===== src/rtl/ddr2_mon_pkg.sv =====
package ddr2_mon_pkg;

    typedef enum logic [2:0] {
        CMD_NOP   = 3'd0,
        CMD_READ  = 3'd1,
        CMD_WRITE = 3'd2,
        CMD_ACT   = 3'd3,
        CMD_PRE   = 3'd4
    } cmd_e;

    typedef struct packed {
        logic bl4_cut;
        logic bl8_cut;
        logic bl8_align;
        logic ap_cut;
        logic rd2wr;
        logic closed;
    } err_t;

    localparam int HALF_BL4  = 2;
    localparam int HALF_BL8  = 4;
    localparam int ALIGN_GAP = 2;

endpackage


===== src/rtl/ddr2_burst_trk.sv =====
module ddr2_burst_trk
    import ddr2_mon_pkg::*;
#(
    parameter int BANK_W = 3,
    parameter int AL_W   = 3,
    parameter int CL_W   = 3,
    parameter int CNT_W  = 6
) (
    input  logic              clk,
    input  logic              rst_n,
    input  logic              rd_i,
    input  logic [BANK_W-1:0] bank_i,
    input  logic              ap_i,
    input  logic              bl8_i,
    input  logic [AL_W-1:0]   al_i,
    input  logic [CL_W-1:0]   cl_i,
    output logic [CNT_W-1:0]  cnt_o,
    output logic [CNT_W-1:0]  half_o,
    output logic [CNT_W-1:0]  dend_o,
    output logic              bl8_o,
    output logic              pend_o,
    output logic [BANK_W-1:0] pbank_o,
    output logic              close_o
);

    localparam logic [CNT_W-1:0] CNT_MAX = '1;

    typedef struct packed {
        logic [CNT_W-1:0]  cnt;
        logic [CNT_W-1:0]  half;
        logic [CNT_W-1:0]  dend;
        logic              bl8;
        logic              pend;
        logic [BANK_W-1:0] bank;
    } trk_t;

    trk_t trk_d, trk_q;
    logic close;

    always_comb begin
        trk_d = trk_q;
        close = trk_q.pend && (rd_i || (trk_q.cnt >= trk_q.half));
        if (close) begin
            trk_d.pend = 1'b0;
        end
        if (rd_i) begin
            trk_d.cnt  = CNT_W'(1);
            trk_d.half = bl8_i ? CNT_W'(HALF_BL8) : CNT_W'(HALF_BL4);
            trk_d.dend = CNT_W'(al_i) + CNT_W'(cl_i) + trk_d.half;
            trk_d.bl8  = bl8_i;
            trk_d.pend = ap_i;
            trk_d.bank = bank_i;
        end else if (trk_q.cnt != CNT_MAX) begin
            trk_d.cnt = trk_q.cnt + CNT_W'(1);
        end
    end

    always_ff @(posedge clk) begin
        if (!rst_n) begin
            trk_q.cnt  <= CNT_MAX;
            trk_q.half <= CNT_W'(HALF_BL4);
            trk_q.dend <= '0;
            trk_q.bl8  <= 1'b0;
            trk_q.pend <= 1'b0;
            trk_q.bank <= '0;
        end else begin
            trk_q <= trk_d;
        end
    end

    assign cnt_o   = trk_q.cnt;
    assign half_o  = trk_q.half;
    assign dend_o  = trk_q.dend;
    assign bl8_o   = trk_q.bl8;
    assign pend_o  = trk_q.pend;
    assign pbank_o = trk_q.bank;
    assign close_o = close;

endmodule


===== src/rtl/ddr2_rule_chk.sv =====
module ddr2_rule_chk
    import ddr2_mon_pkg::*;
#(
    parameter int NBANK  = 8,
    parameter int BANK_W = 3,
    parameter int CNT_W  = 6
) (
    input  logic [2:0]        cmd_i,
    input  logic [BANK_W-1:0] bank_i,
    input  logic [CNT_W-1:0]  cnt_i,
    input  logic [CNT_W-1:0]  half_i,
    input  logic [CNT_W-1:0]  dend_i,
    input  logic              bl8_i,
    input  logic              pend_i,
    input  logic [BANK_W-1:0] pbank_i,
    input  logic [NBANK-1:0]  row_open_i,
    output err_t              hit_o
);

    cmd_e cmd;
    logic in_burst, is_rd, busy_bank;

    always_comb begin
        cmd       = cmd_e'(cmd_i);
        is_rd     = (cmd == CMD_READ);
        in_burst  = (cnt_i < half_i);
        busy_bank = pend_i && (pbank_i == bank_i);

        hit_o           = '0;
        hit_o.bl4_cut   = in_burst && !bl8_i && (cmd != CMD_NOP);
        hit_o.bl8_cut   = in_burst && bl8_i && (cmd != CMD_NOP) && !is_rd;
        hit_o.bl8_align = in_burst && bl8_i && is_rd && (cnt_i != CNT_W'(ALIGN_GAP));
        hit_o.ap_cut    = in_burst && bl8_i && is_rd && pend_i;
        hit_o.rd2wr     = (cmd == CMD_WRITE) && (cnt_i < dend_i);
        hit_o.closed    = is_rd && (!row_open_i[bank_i] || busy_bank);
    end

endmodule


===== src/rtl/ddr2_row_trk.sv =====
module ddr2_row_trk
    import ddr2_mon_pkg::*;
#(
    parameter int NBANK  = 8,
    parameter int BANK_W = 3
) (
    input  logic              clk,
    input  logic              rst_n,
    input  logic [2:0]        cmd_i,
    input  logic [BANK_W-1:0] bank_i,
    input  logic              ap_i,
    input  logic              close_i,
    input  logic [BANK_W-1:0] close_bank_i,
    output logic [NBANK-1:0]  row_open_o
);

    logic [NBANK-1:0] open_d, open_q;

    always_comb begin
        open_d = open_q;
        if (close_i) begin
            open_d[close_bank_i] = 1'b0;
        end
        case (cmd_e'(cmd_i))
            CMD_ACT: open_d[bank_i] = 1'b1;
            CMD_PRE: begin
                if (ap_i) open_d = '0;
                else      open_d[bank_i] = 1'b0;
            end
            default: ;
        endcase
    end

    always_ff @(posedge clk) begin
        if (!rst_n) open_q <= '0;
        else        open_q <= open_d;
    end

    assign row_open_o = open_q;

endmodule


===== src/rtl/ddr2_rd_mon.sv =====
module ddr2_rd_mon
    import ddr2_mon_pkg::*;
#(
    parameter int NBANK  = 8,
    parameter int BANK_W = $clog2(NBANK),
    parameter int AL_W   = 3,
    parameter int CL_W   = 3
) (
    input  logic              clk,
    input  logic              rst_n,
    input  logic [2:0]        cmd_i,
    input  logic [BANK_W-1:0] bank_i,
    input  logic              ap_i,
    input  logic              bl8_i,
    input  logic [AL_W-1:0]   al_i,
    input  logic [CL_W-1:0]   cl_i,
    output logic              err_bl4_cut_o,
    output logic              err_bl8_cut_o,
    output logic              err_bl8_align_o,
    output logic              err_ap_cut_o,
    output logic              err_rd2wr_o,
    output logic              err_closed_o,
    output logic              viol_o,
    output logic [NBANK-1:0]  row_open_o
);

    localparam int CNT_W = $clog2((1 << AL_W) + (1 << CL_W) + HALF_BL8) + 1;

    typedef struct packed {
        err_t err;
        logic viol;
    } mon_t;

    mon_t mon_d, mon_q;
    err_t hit;

    logic [CNT_W-1:0]  cnt, half, dend;
    logic              bl8, pend, close;
    logic [BANK_W-1:0] pbank;
    logic              rd;

    assign rd = (cmd_e'(cmd_i) == CMD_READ);

    ddr2_burst_trk #(
        .BANK_W(BANK_W), .AL_W(AL_W), .CL_W(CL_W), .CNT_W(CNT_W)
    ) u_trk (
        .clk(clk), .rst_n(rst_n), .rd_i(rd), .bank_i(bank_i), .ap_i(ap_i),
        .bl8_i(bl8_i), .al_i(al_i), .cl_i(cl_i),
        .cnt_o(cnt), .half_o(half), .dend_o(dend), .bl8_o(bl8),
        .pend_o(pend), .pbank_o(pbank), .close_o(close)
    );

    ddr2_rule_chk #(
        .NBANK(NBANK), .BANK_W(BANK_W), .CNT_W(CNT_W)
    ) u_rule (
        .cmd_i(cmd_i), .bank_i(bank_i), .cnt_i(cnt), .half_i(half),
        .dend_i(dend), .bl8_i(bl8), .pend_i(pend), .pbank_i(pbank),
        .row_open_i(row_open_o), .hit_o(hit)
    );

    ddr2_row_trk #(
        .NBANK(NBANK), .BANK_W(BANK_W)
    ) u_row (
        .clk(clk), .rst_n(rst_n), .cmd_i(cmd_i), .bank_i(bank_i), .ap_i(ap_i),
        .close_i(close), .close_bank_i(pbank), .row_open_o(row_open_o)
    );

    always_comb begin
        mon_d      = mon_q;
        mon_d.err  = mon_q.err | hit;
        mon_d.viol = |hit;
    end

    always_ff @(posedge clk) begin
        if (!rst_n) mon_q <= '0;
        else        mon_q <= mon_d;
    end

    assign err_bl4_cut_o   = mon_q.err.bl4_cut;
    assign err_bl8_cut_o   = mon_q.err.bl8_cut;
    assign err_bl8_align_o = mon_q.err.bl8_align;
    assign err_ap_cut_o    = mon_q.err.ap_cut;
    assign err_rd2wr_o     = mon_q.err.rd2wr;
    assign err_closed_o    = mon_q.err.closed;
    assign viol_o          = mon_q.viol;

endmodule


===== config.mk =====
export PLATFORM = sky130hd
export DESIGN_NAME = ddr2_rd_mon
export DESIGN_NICKNAME = d
export VERILOG_FILES = /design/src/rtl/ddr2_mon_pkg.sv /design/src/rtl/ddr2_burst_trk.sv /design/src/rtl/ddr2_rule_chk.sv /design/src/rtl/ddr2_row_trk.sv /design/src/rtl/ddr2_rd_mon.sv
export SDC_FILE = /design/constraint.sdc
export NUM_CORES = 1
export LEC_CHECK = 0
export ABC_CLOCK_PERIOD_IN_PS = 1600
export BUFFER_PORTS_ARGS = -buffer_cell sky130_fd_sc_hd__clkbuf_2
export CAP_MARGIN = 20
export CORE_MARGIN = 4
export CORE_UTILIZATION = 40
export CTS_CLUSTER_DIAMETER = 50
export DETAILED_ROUTE_END_ITERATION = 6
export GPL_TIMING_DRIVEN = 0
export PLACE_DENSITY = 0.7
export SETUP_SLACK_MARGIN = 0.02
export SLEW_MARGIN = 15
export SYNTH_ARGS = -nofsm -noshare
export SYNTH_HDL_FRONTEND = slang
export SYNTH_SLANG_ARGS = --single-unit
export TNS_END_PERCENT = 50

===== constraint.sdc =====
create_clock -name clk -period 1.6 [get_ports clk]
set_clock_uncertainty 0.05 [all_clocks]
set_input_delay 0.08 -clock clk [delete_from_list [all_inputs] [get_ports clk]]
set_output_delay 0.08 -clock clk [all_outputs]
set_load 0.02 [all_outputs]

[After elaboration in Yosys (flattened, before gate mapping)]
Index checks and enable logic that the tools add are counted.
Word-level totals
  flip-flop bits (word level): 35
  input port bits: 16
  output and inout bits: 15
  word-level logic and storage cells: 77
Cells by class
  add/subtract/negate cells: 3
  $lt $le $gt $ge: 7
  eq/ne operators: 7
  mux-type cells: 14
  bitwise gates (word level): 7
  reduce and logical (&&, ||, !) cells: 24
Operator list (count)
  AND 8 bit: 2
  two-way mux 8 bit: 2
  NOT 8 bit: 2
  one-hot mux 8 bit (2 select lines): 1
  logical AND 1 bit: 14
  two-way mux 6 bit: 2
  less-than comparator 3 x 4 -> 1 bit (second input constant): 2
  bitwise OR 8 bit: 1
  adder 6 x 1 -> 6 bit (second input constant): 1
  demux 1 bit (select 3 bit): 2
  == test 3 x 2 -> 1 bit (second input constant): 2
  greater-or-equal comparator 3 x 1 -> 1 bit (second input constant): 2
  greater-or-equal comparator 6 x 3 -> 1 bit: 1
  less-than comparator 6 x 3 -> 1 bit: 1
  less-than comparator 6 bit: 1
  != test 6 x 2 -> 1 bit (second input constant): 1
  != test 6 bit (second input constant): 1
  bitwise OR 6 bit: 1
  OR reduction 6 bit: 1
  adder 4 x 3 -> 5 bit: 1
  adder 3 x 3 -> 4 bit: 1
  two-way mux 1 bit: 4
  two-way mux 4 bit: 1
  nonzero test 2 bit: 2
  other kinds (10): 13

[Longest topological paths before layout]
  depth in word-level cells: 10
  gate-level depth with buffers: 9
  gate-level depth less buffers: 9

[Modules after synthesis]
Synthesis repeated with hierarchy kept, for this count alone.
Unflattened totals
  cells, all modules: 243
  area total of the unflattened synthesis: 2143.3 um^2
Modules (own cells, without submodules)
  ddr2_burst_trk: instances 1, cells an instance 106, area an instance 982.2 um^2, sequential area each 340.3 um^2
  ddr2_row_trk: instances 1, cells an instance 67, area an instance 540.5 um^2, sequential area each 160.2 um^2
  ddr2_rule_chk: instances 1, cells an instance 54, area an instance 411.6 um^2, sequential area each 0.0 um^2
  ddr2_rd_mon: instances 1, cells an instance 16, area an instance 209.0 um^2, sequential area each 140.1 um^2

[Worst setup path before layout]
No wires, ideal clock.
  path kind: register to register
  start: register u_trk.half_o[2] (netlist name)
  end: register u_row.open_q[0] (netlist: u_row.row_open_o[0])
  setup time: 0.137 ns
  arrival: 1.544 ns
  data required time: 1.413 ns
  setup slack: -0.132 ns
  cell stages (with the launch flop): 7
  path buffers: 0
  period minus slack after synthesis: 1.732 ns
  path through: dfxtp_1 -> inv_1 -> ha_1 -> nor2b_1 -> nor4_4 -> a2111oi_0 -> o32ai_1
Between the ends
  cells in the longest elaborated chain, start to end: 7
  elaborated cells between the ends (all ways): 8
  classes of those cells: order compare (1); mux (3); bitwise (2); reduce/logical (2)
Ends and longest elaborated chain
  greater-or-equal comparator 6 x 3 -> 1 bit *: RTL line ddr2_burst_trk.sv:42  | close = trk_q.pend && (rd_i || (trk_q.cnt >= trk_q.half));
  logical OR 1 bit *: RTL line ddr2_burst_trk.sv:42
  logical AND 1 bit *: RTL line ddr2_burst_trk.sv:42
  two-way mux 8 bit *: RTL line ddr2_row_trk.sv:21  | if (close_i) begin
  AND 8 bit (no line)
  two-way mux 8 bit: RTL line ddr2_row_trk.sv:27  | if (ap_i) open_d = '0;
  one-hot mux 8 bit (2 select lines) *: RTL line ddr2_row_trk.sv:24  | case (cmd_e'(cmd_i))
  end signal: assignment: RTL line ddr2_row_trk.sv:36  | else open_q <= open_d;
  end: declaration: RTL line ddr2_row_trk.sv:17  | logic [NBANK-1:0] open_d, open_q;
Every way passes the cells marked *; elsewhere a longest branch is shown, timed or not.
A chain may end at the register's enable or synchronous reset.

[Worst setup path after layout]
  start: register u_trk.half_o[2] (netlist name)
  end: register u_row.open_q[0] (netlist: u_row.row_open_o[0])
Between the ends
  cells in the longest elaborated chain, start to end: 7
  elaborated cells between the ends (all ways): 8
  classes of those cells: order compare (1); mux (3); bitwise (2); reduce/logical (2)
Ends and longest elaborated chain (RTL line)
  greater-or-equal comparator 6 x 3 -> 1 bit *: ddr2_burst_trk.sv:42
  logical OR 1 bit *: ddr2_burst_trk.sv:42
  logical AND 1 bit *: ddr2_burst_trk.sv:42
  two-way mux 8 bit *: ddr2_row_trk.sv:21
  AND 8 bit (no line)
  two-way mux 8 bit: ddr2_row_trk.sv:27
  one-hot mux 8 bit (2 select lines) *: ddr2_row_trk.sv:24
Marks and branches as above.

==> impl_results.md <==
* Antenna Nets Post-Route at 0
* Slowest cell on crit path: dfxtp_4
* #FFs+latches synth at 32
* Pre-CTS WS at -308.0 ps
* Clock slew at reported path FFs at 70 ps
* Req. time, crit path at 1710 ps
* Worst EP arrival at 1820 ps
* Initial DRC Count at 69
* Failing checks: negative setup slack
* Total of max-cap violations at 0
* Clock buffer depth at 2
* IO Pins at 31
* Post-DR wirelength/cell at 15.48 µm
* DIE WIDTH at 77.34 µm
* CTS tree: yes
* Hold crit path type: primary input to register
* Port Buffers at 28
* Crit Path Class: register to register
* Dpl cell area at 2142 µm²
* Tcrit/Tclk final at 1.071
* Count of pins over their slew limit at 0
* Share of the synthesized area in the top cell type at 0.3331
* Fin worst setup slack at -112.9 ps
* Slew headroom at 0.4887
* Fin. Hold Viols at 0
* Post-synth EDFFs at 0
* Clock Tree Root: clkbuf_8
* Final Power at 2.388 mW
* CTS Buf Count at 5
* Startpoint Class: register
* H-tree Lvls at 2
* Peak supply drop at 377.7 µV
* Clk sink count at 32
* Initial antenna violation count at 0
* Placer Congestion at 0.8505
* Final HPWL DP at 3.501 mm
* Initial Util at 0.4269
* Die area at 5981 µm²
* Share of layout cells above drive strength 1 at 0.2863
* Final WL at 4.860 mm
* Most frequent cells in the layout: nand2_1, clkbuf_2, dfxtp_1
* Crit-path cells: inv_4, ha_4, and4bb_2, nor4_4, buf_12, a2111oi_4, o32ai_2
* DRC viols at 0
* Synth Warn # at 0
* Cell taking the most area after synthesis: dfxtp_1
* CP max FO at 9
* Syn Nets at 254
* Register area share after synthesis at 0.3331
* CP endpoint kind: register
* Core Footprint at 4504 µm²
* Post-Syn Area at 1923 µm²
* Slew @ Worst Pin at 767.0 ps
* Layout Nets at 292
* Pre-Repair DR Iteration Count at 4
* FFs w/ async S/R, synth at 0
* Vias per std cell at 5.707
* Final Core Density at 0.5375
* CTS Hold Bufs at 0
* Post-route design area at 2421 µm²
* Clk_lat worst skew at 290 ps
* Area contributors post-synth: dfxtp_1, ha_1, nand2_1
* Largest net degree at the start of global routing at 11
* Final min period at 1713 ps
* Vias in the first global route at 1807
* Syn_area_per_cell at 8.585 µm²
* Rows at 24
* Post-Layout Cell Count at 314
* Pwr dens at 986.2 nW/µm²
* Ant diodes at 0
* Area added between synthesis and finish at 25.89%
* Dpl cells at 304
* # setup viols final at 10
* Fillers at 415
* Gr ovfl total at 0
* Status: complete, but fails checks
* Lkg Pwr at 0.8973 nW
* Synth Flop Type: dfxtp_1
* Largest stage delay on the critical path at 360 ps
* FMAX at 0.5838 GHz
* Post-Synthesis Cells at 224
* Number of vias in the routed layout at 1792
* Die H at 77.34 µm
* All-Layer GR Usage at 0.1779
* Unrepaired setup endpoints after global routing: true
* First-pass GRT wire length at 8.562 mm
* Number of distinct library cells after synthesis at 42
[layer usage]
layer	global-route usage	vias up	part of all wire
li1	-	891	-
met1	0.2323	844	0.47
met2	0.2737	46	0.46
met3	0.04398	11	0.044
met4	0.08897	0	0.023
met5	0	-	0
[flip-flops by register name (all words and copies together), names as in the netlist]
register / count
u_trk.pend_o: 1
err_ap_cut_o: 1
err_bl8_cut_o: 1
err_rd2wr_o: 1
err_bl8_align_o: 1
u_trk.dend_o: 5
viol_o: 1
u_row.row_open_o: 8
u_trk.half_o: 2
err_closed_o: 1
u_trk.pbank_o: 3
u_trk.cnt_o: 6
err_bl4_cut_o: 1
[per-stage QoR]
stage | TNS, ps | hold WS, ps
detailed placement | -3338 | 371.0
finish | -788.9 | 62.22
floorplan | -5.053 | 158.4
global route | -1622 | 86.74
CTS | -744.3 | 63.62
global placement | -2818 | 358.6
[final cells by class]
cell class | instances | area (µm²) | area share
well taps | 52 | 65.06 | 0.02687
clock inverters | 1 | 5.005 | 0.002067
repair buffers | 32 | 182.7 | 0.07545
clock buffers | 6 | 72.57 | 0.02997
multi-input cells | 156 | 1290 | 0.5328
flip-flops and latches | 32 | 658.1 | 0.2718
plain buffers | 12 | 56.30 | 0.02326
inverters | 23 | 91.34 | 0.03773
[synthesized netlist by cell type (5+ instances only)]
cell type,instances
dfxtp_1,32
nand2_1,29
inv_1,23
a21oi_1,12
ha_1,11
a31oi_1,9
nand3_1,8
nor2_1,8
o21ai_0,8
a2111oi_0,7
clkbuf_1,7
o211ai_1,7
mux2i_1,6
o22ai_1,6
xnor2_1,5
[final timing paths]
path | from | to | slack [ps] | depth (start not counted)
max reg2reg | u_trk.half_o[2] | u_row.row_open_o[0] | -110 | 7
min reg2reg | err_closed_o | err_closed_o | 400 | 2
max | u_trk.half_o[2] | u_row.row_open_o[0] | -110 | 7
min | bl8_i | u_trk.half_o[1] | 60 | 2
[worst max-delay path, delay by kind of cell, from the launching register on]
kind | cells | cell delay (ps)
AO/OA/AOI/OAI | 2 | 430
adder cells (fa/ha/maj) | 1 | 250
AND/OR/NAND/NOR | 2 | 310
buffers and inverters | 2 | 190
flip-flops | 1 | 360
[cells by family (layout without fill, tap and decap cells)]
family / Yosys count / after routing / share of synthesized area
xor gates and xnor gates: 5 / 5 / 0.02277
buffers and inverters: 36 / 74 / 0.07612
adders and majority gates: 14 / 14 / 0.1028
AOI/OAI and AO/OA: 61 / 61 / 0.2258
and+or+nand+nor: 69 / 69 / 0.1965
DFF: 32 / 32 / 0.3331
muxes: 7 / 7 / 0.04294
[where the power goes]
part / internal [mW] / switching (mW) / leakage, nW
clock network: 0.296 / 0.306 / 0.0410
registers: 0.900 / 0.109 / 0.261
logic: 0.370 / 0.408 / 0.595
total: 1.57 / 0.822 / 0.897
[timing repair]
action | 4_1_cts | 5_1_grt
endpoints found under the setup margin | 13 | 15
buffers inserted | 5 | 0
gates resized for setup | 25 | 8
pin swaps | 4 | 5
(Power assumes the default switching activity.)
